[src/rtl/pfx_add_pkg.sv]
package pfx_add_pkg;

  localparam int TOPO_KOGGE    = 0;
  localparam int TOPO_BRENT    = 1;
  localparam int TOPO_HAN      = 2;
  localparam int TOPO_SKLANSKY = 3;

  // Number of combine rows for a tree over 2**k nodes.
  function automatic int level_count(int topo, int k);
    case (topo)
      TOPO_KOGGE:    return k;
      TOPO_BRENT:    return 2 * k - 1;
      TOPO_HAN:      return k + 1;
      TOPO_SKLANSKY: return k;
      default:       return 1;
    endcase
  endfunction

  // Lower node that node i merges with on row lvl, or -1 for a pass-through.
  function automatic int partner(int topo, int k, int lvl, int i);
    int s;
    int d;
    case (topo)
      TOPO_KOGGE: begin
        s = 1 << lvl;
        return (i >= s) ? i - s : -1;
      end
      TOPO_SKLANSKY: begin
        return (((i >> lvl) & 1) == 1) ? ((i >> lvl) << lvl) - 1 : -1;
      end
      TOPO_BRENT: begin
        if (lvl < k) begin
          s = 1 << lvl;
          return (((i + 1) % (2 * s)) == 0) ? i - s : -1;
        end
        d = k - 2 - (lvl - k);
        s = 1 << d;
        return ((((i + 1) % (2 * s)) == s) && (i + 1 > s)) ? i - s : -1;
      end
      TOPO_HAN: begin
        if (lvl == 0) return ((i % 2) == 1) ? i - 1 : -1;
        if (lvl == k) return (((i % 2) == 0) && (i >= 2)) ? i - 1 : -1;
        s = 1 << lvl;
        return (((i % 2) == 1) && (i >= s + 1)) ? i - s : -1;
      end
      default: return -1;
    endcase
  endfunction

endpackage

[src/rtl/pfx_pg_stage.sv]
module pfx_pg_stage #(
  parameter int WIDTH = 16
) (
  input  logic [WIDTH-1:0] a_i,
  input  logic [WIDTH-1:0] b_i,
  input  logic             cin_i,
  output logic [WIDTH:0]   g_o,
  output logic [WIDTH:0]   p_o
);
  // Position 0 carries the carry-in, operand bits sit at 1..WIDTH.
  assign g_o = {a_i & b_i, cin_i};
  assign p_o = {a_i ^ b_i, 1'b0};
endmodule

[src/rtl/pfx_tree.sv]
module pfx_tree #(
  parameter int N    = 16,
  parameter int TOPO = 0
) (
  input  logic [N-1:0] g_i,
  input  logic [N-1:0] p_i,
  output logic [N-1:0] carry_o
);
  localparam int K  = $clog2(N);
  localparam int LV = pfx_add_pkg::level_count(TOPO, K);

  logic [N-1:0] gl [LV+1];
  logic [N-1:0] pl [LV+1];

  assign gl[0] = g_i;
  assign pl[0] = p_i;

  for (genvar lv = 0; lv < LV; lv++) begin : g_row
    for (genvar i = 0; i < N; i++) begin : g_node
      localparam int J = pfx_add_pkg::partner(TOPO, K, lv, i);
      if (J >= 0) begin : g_cell
        assign gl[lv+1][i] = gl[lv][i] | (pl[lv][i] & gl[lv][J]);
        assign pl[lv+1][i] = pl[lv][i] & pl[lv][J];
      end else begin : g_pass
        assign gl[lv+1][i] = gl[lv][i];
        assign pl[lv+1][i] = pl[lv][i];
      end
    end
  end

  assign carry_o = gl[LV];

  // Independent serial carry chain, used only by the checks below.
  logic [N-1:0] ripple;
  always_comb begin
    logic c;
    c = 1'b0;
    for (int i = 0; i < N; i++) begin
      c = g_i[i] | (p_i[i] & c);
      ripple[i] = c;
    end
    // every tree carry equals the serial carry chain.
    assert_tree_matches_ripple_R1: assert (carry_o == ripple)
      else $error("prefix carries %h differ from ripple %h", carry_o, ripple);
    // each finished group reaches position 0, whose propagate is zero.
    assert_prefix_span_R1: assert (pl[LV] == '0)
      else $error("some group does not span down to position 0: %h", pl[LV]);
  end
endmodule

[src/rtl/pfx_sum_stage.sv]
module pfx_sum_stage #(
  parameter int WIDTH = 16
) (
  input  logic [WIDTH:0]   g_i,
  input  logic [WIDTH:0]   p_i,
  input  logic [WIDTH-1:0] carry_i,
  output logic [WIDTH-1:0] sum_o,
  output logic             cout_o
);
  // carry_i[k] is the carry into operand bit k (prefix of positions k..0).
  assign sum_o  = p_i[WIDTH:1] ^ carry_i;
  assign cout_o = g_i[WIDTH] | (p_i[WIDTH] & carry_i[WIDTH-1]);
endmodule

[src/rtl/pfx_adder.sv]
module pfx_adder #(
  parameter int WIDTH   = 16,
  parameter int TOPO    = 0,
  parameter bit REG_OUT = 1'b1
) (
  input  logic             clk,
  input  logic             rst,
  input  logic [WIDTH-1:0] a_i,
  input  logic [WIDTH-1:0] b_i,
  input  logic             cin_i,
  output logic [WIDTH-1:0] sum_o,
  output logic             cout_o
);
  if ((WIDTH < 4) || (WIDTH > 64) || ((WIDTH & (WIDTH - 1)) != 0)) begin : g_bad_width
    $error("WIDTH must be a power of two from 4 to 64");
  end
  if ((TOPO < pfx_add_pkg::TOPO_KOGGE) || (TOPO > pfx_add_pkg::TOPO_SKLANSKY)) begin : g_bad_topo
    $error("TOPO selects an unsupported prefix network");
  end

  logic [WIDTH:0]   g_bit;
  logic [WIDTH:0]   p_bit;
  logic [WIDTH-1:0] carry;
  logic [WIDTH-1:0] sum_raw;
  logic             cout_raw;
  logic [WIDTH:0]   ref_total;

  pfx_pg_stage #(.WIDTH(WIDTH)) u_pg (
    .a_i(a_i), .b_i(b_i), .cin_i(cin_i), .g_o(g_bit), .p_o(p_bit)
  );

  pfx_tree #(.N(WIDTH), .TOPO(TOPO)) u_tree (
    .g_i(g_bit[WIDTH-1:0]), .p_i(p_bit[WIDTH-1:0]), .carry_o(carry)
  );

  pfx_sum_stage #(.WIDTH(WIDTH)) u_sum (
    .g_i(g_bit), .p_i(p_bit), .carry_i(carry), .sum_o(sum_raw), .cout_o(cout_raw)
  );

  assign ref_total = {1'b0, a_i} + {1'b0, b_i} + {{WIDTH{1'b0}}, cin_i};

  if (REG_OUT) begin : g_reg
    always_ff @(posedge clk) begin
      if (rst) begin
        sum_o  <= '0;
        cout_o <= 1'b0;
      end else begin
        sum_o  <= sum_raw;
        cout_o <= cout_raw;
      end
    end

    assert_reg_latency_R7: assert property (@(posedge clk) disable iff (rst)
      !$past(rst) |-> ({cout_o, sum_o} == $past(ref_total)));

    assert_sync_reset_R8: assert property (@(posedge clk)
      rst |=> ((sum_o == '0) && !cout_o));
  end else begin : g_comb
    assign sum_o  = sum_raw;
    assign cout_o = cout_raw;

    always_comb begin
      assert_comb_sum_R9: assert ({cout_o, sum_o} == ref_total)
        else $error("combinational sum mismatch");
    end
  end
endmodule

[config.mk]
export PLATFORM = sky130hd
export DESIGN_NAME = pfx_adder
export DESIGN_NICKNAME = d
export VERILOG_FILES = /design/src/rtl/pfx_add_pkg.sv /design/src/rtl/pfx_pg_stage.sv /design/src/rtl/pfx_tree.sv /design/src/rtl/pfx_sum_stage.sv /design/src/rtl/pfx_adder.sv
export SDC_FILE = /design/constraint.sdc
export NUM_CORES = 1
export LEC_CHECK = 0
export BUFFER_PORTS_ARGS = -buffer_cell sky130_fd_sc_hd__buf_4
export CORE_AREA = 10 10 62 64
export DETAILED_ROUTE_END_ITERATION = 10
export DIE_AREA = 0 0 72 74
export HOLD_SLACK_MARGIN = 0.08
export PLACE_DENSITY_LB_ADDON = 0.15
export SKIP_LAST_GASP = 1
export SYNTH_ARGS = -nofsm -noshare
export SYNTH_HDL_FRONTEND = slang
export SYNTH_HIERARCHICAL = 1
export SYNTH_SLANG_ARGS = --single-unit
[constraint.sdc]
create_clock -name clk -period 3 [get_ports clk]
set_input_delay 0.45 -clock clk [delete_from_list [all_inputs] [get_ports clk]]
set_output_delay 0.45 -clock clk [all_outputs]
set_load 0.02 [all_outputs]
==> flow_summary_export.csv <==
group,metric,value,unit
power,p_comb_frac,0.431,
clocking,root_buffer,"clkbuf_4",
placement,dp_hpwl,2.42,mm
power,finalPower,0.688,mW
clocking,cts_tree,"yes",
power,peakVddDrop,299,µV
grt,antenna_found_initial,0,
drt,initialDrtViolationCount,44,
die,io_pins,52,
cells_and_area,antenna_cells,0,
drt,vias_per_cell,5.03,
setup_path,critical_path_class,"in2reg",
drt,dr.max_layer_used,"met4",
clocking,cts_made_buffers,3,
drt,drc_errors,0,
hold_path,hold_path.class,"in2reg",
cells_and_area,num-nets-final,227,
run,maxCapViolations,0,
power,power_switching_share,0.336,
grt,grt_start_max_net_pins,18,
power,power_density,431,mW/mm²
setup_path,cp_max_fo,6,
placement,io_buffer_count,51,
timing,finalSetupViolations,0,
timing,period_needed,2.32,ns
power,p_leak,0.838,nW
clocking,cts.sinks,17,
timing,rsz0062_at_grt,"false",
die,die_h,74,µm
grt,grt_usage,0.104,
power,p_int,0.457,mW
timing,tightest_slew,0.410,ns
grt,grt_pass1_vias,1060,
drt,wire_per_inst,13.5,µm
logic_synthesis,synth_nets,174,
timing,max_freq,0.431,GHz
power,clock_power_share,0.185,
setup_path,startpoint_type,"input port",
cells_and_area,area_delta_synth_final,36.0,%
timing,setup_tns,0,ns
clocking,cts-hold-fix-buffers,0,
logic_synthesis,syn_area,0.00117,mm²
status,status,"finished clean",
placement,place_congestion,0.758,
setup_path,end_kind,"flop",
logic_synthesis,synth_cells,122,
die,core,0.00266,mm²
drt,num_vias,1031,
drt,met2_wirelength,1.41,mm
grt,grt_pass1_wl,4.59,mm
clocking,clkTransAtPathRegs,0.11,ns
cells_and_area,drive_above_1_share,0.402,
drt,finalWirelength,2.77,mm
timing,slew_headroom,0.724,
drt,ant_nets,0,
drt,wl_met3,172,µm
setup_path,cp.arrival,2.52,ns
timing,drv_slew,0,
drt,drt_pass1_iterations,4,
grt,grt.overflow.total,0,
die,rows,19,
power,seqPwrFrac,0.384,
clocking,post_cts_buffers,0,
clocking,cts.path.max_buffers,2,
drt,wl_met1,1.15,mm
logic_synthesis,ys_warn_count,6,
logic_synthesis,synth.avg_cell_area,9.62,µm²
timing,finalCritPeriodShare,0.773,
die,initial_utilization,0.441,
setup_path,crit_required,3.20,ns
clocking,cts_resized,0,
clocking,htreeDepth,1,
timing,hold_violations,0,
die,die_w,72,µm
die,fp.dieArea,0.00533,mm²
power,p_sw,0.231,mW
flip-flops by register name, summed over array words and instances, names as in the netlist:
register and flops:
sum_o 16, cout_o 1
per-layer routing:
metal,vias up,track usage
met5,-,0
met4,0,0.0581
met3,4,0.0253
met2,34,0.189
met1,455,0.107
li1,538,-
power by group through the flow:
stage | clock [mW] | combinational (mW) | sequential [mW]
after floorplan | 0 | 0.152 | 0.309
after global placement | 0 | 0.295 | 0.269
after detailed placement | 0 | 0.300 | 0.270
after CTS | 0.129 | 0.301 | 0.265
after global routing | 0.137 | 0.327 | 0.267
final | 0.127 | 0.297 | 0.264
placed cells by master, fill, tap and decap left out, types with 2 or more instances in the layout:
| cell | count |
|---|---|
| buf_4 | 51 |
| nor2b_1 | 10 |
| xor2_1 | 15 |
| o21ai_0 | 3 |
| o21a_1 | 3 |
| ha_1 | 17 |
| or2_1 | 2 |
| nand3_1 | 3 |
| a21o_1 | 9 |
| dfxtp_1 | 17 |
| and2b_2 | 7 |
| nor2_1 | 5 |
| nand2_1 | 5 |
| a21oi_1 | 6 |
| clkbuf_4 | 3 |
| o31ai_1 | 3 |
stage by stage:
stage / setup slack [ns] / util / hold WS (ns) / std cells / cell area, µm²
floorplan: 0.620 / - / 0.641 / 122 / 1170
global placement: 0.418 / 0.589 / 0.752 / 201 / 1570
detailed placement: 0.391 / 0.589 / 0.756 / 201 / 1570
CTS: 0.710 / 0.600 / 0.431 / 205 / 1600
finish: 0.680 / 0.600 / 0.432 / 205 / 1600
global route: 0.619 / 0.600 / 0.442 / 205 / 1600
worst max-delay path, stage by stage:
cell	delay [ns]
buf_4	0.11
ha_1	0.38
a21o_1	0.23
a21o_1	0.22
a211oi_2	0.27
o41ai_2	0.12
a21o_1	0.20
ha_1	0.16
or2_1	0.21
and2b_2	0.18
cell type report:
class	instances	area [µm²]
fill	253	1070
multi-input combinational	100	800
timing repair buffer	51	383
sequential	17	340
tap	31	38.8
clock buffer	3	22.5
inverter	2	7.51
clock inverter	1	5.00
final timing paths:
| check | from | to | slack (ns) | cells past startpoint |
|---|---|---|---|---|
| max | a_i[2] | cout_o | 0.68 | 10 |
| min | rst | sum_o[7] | 0.43 | 2 |
(Power assumes the default switching activity.)
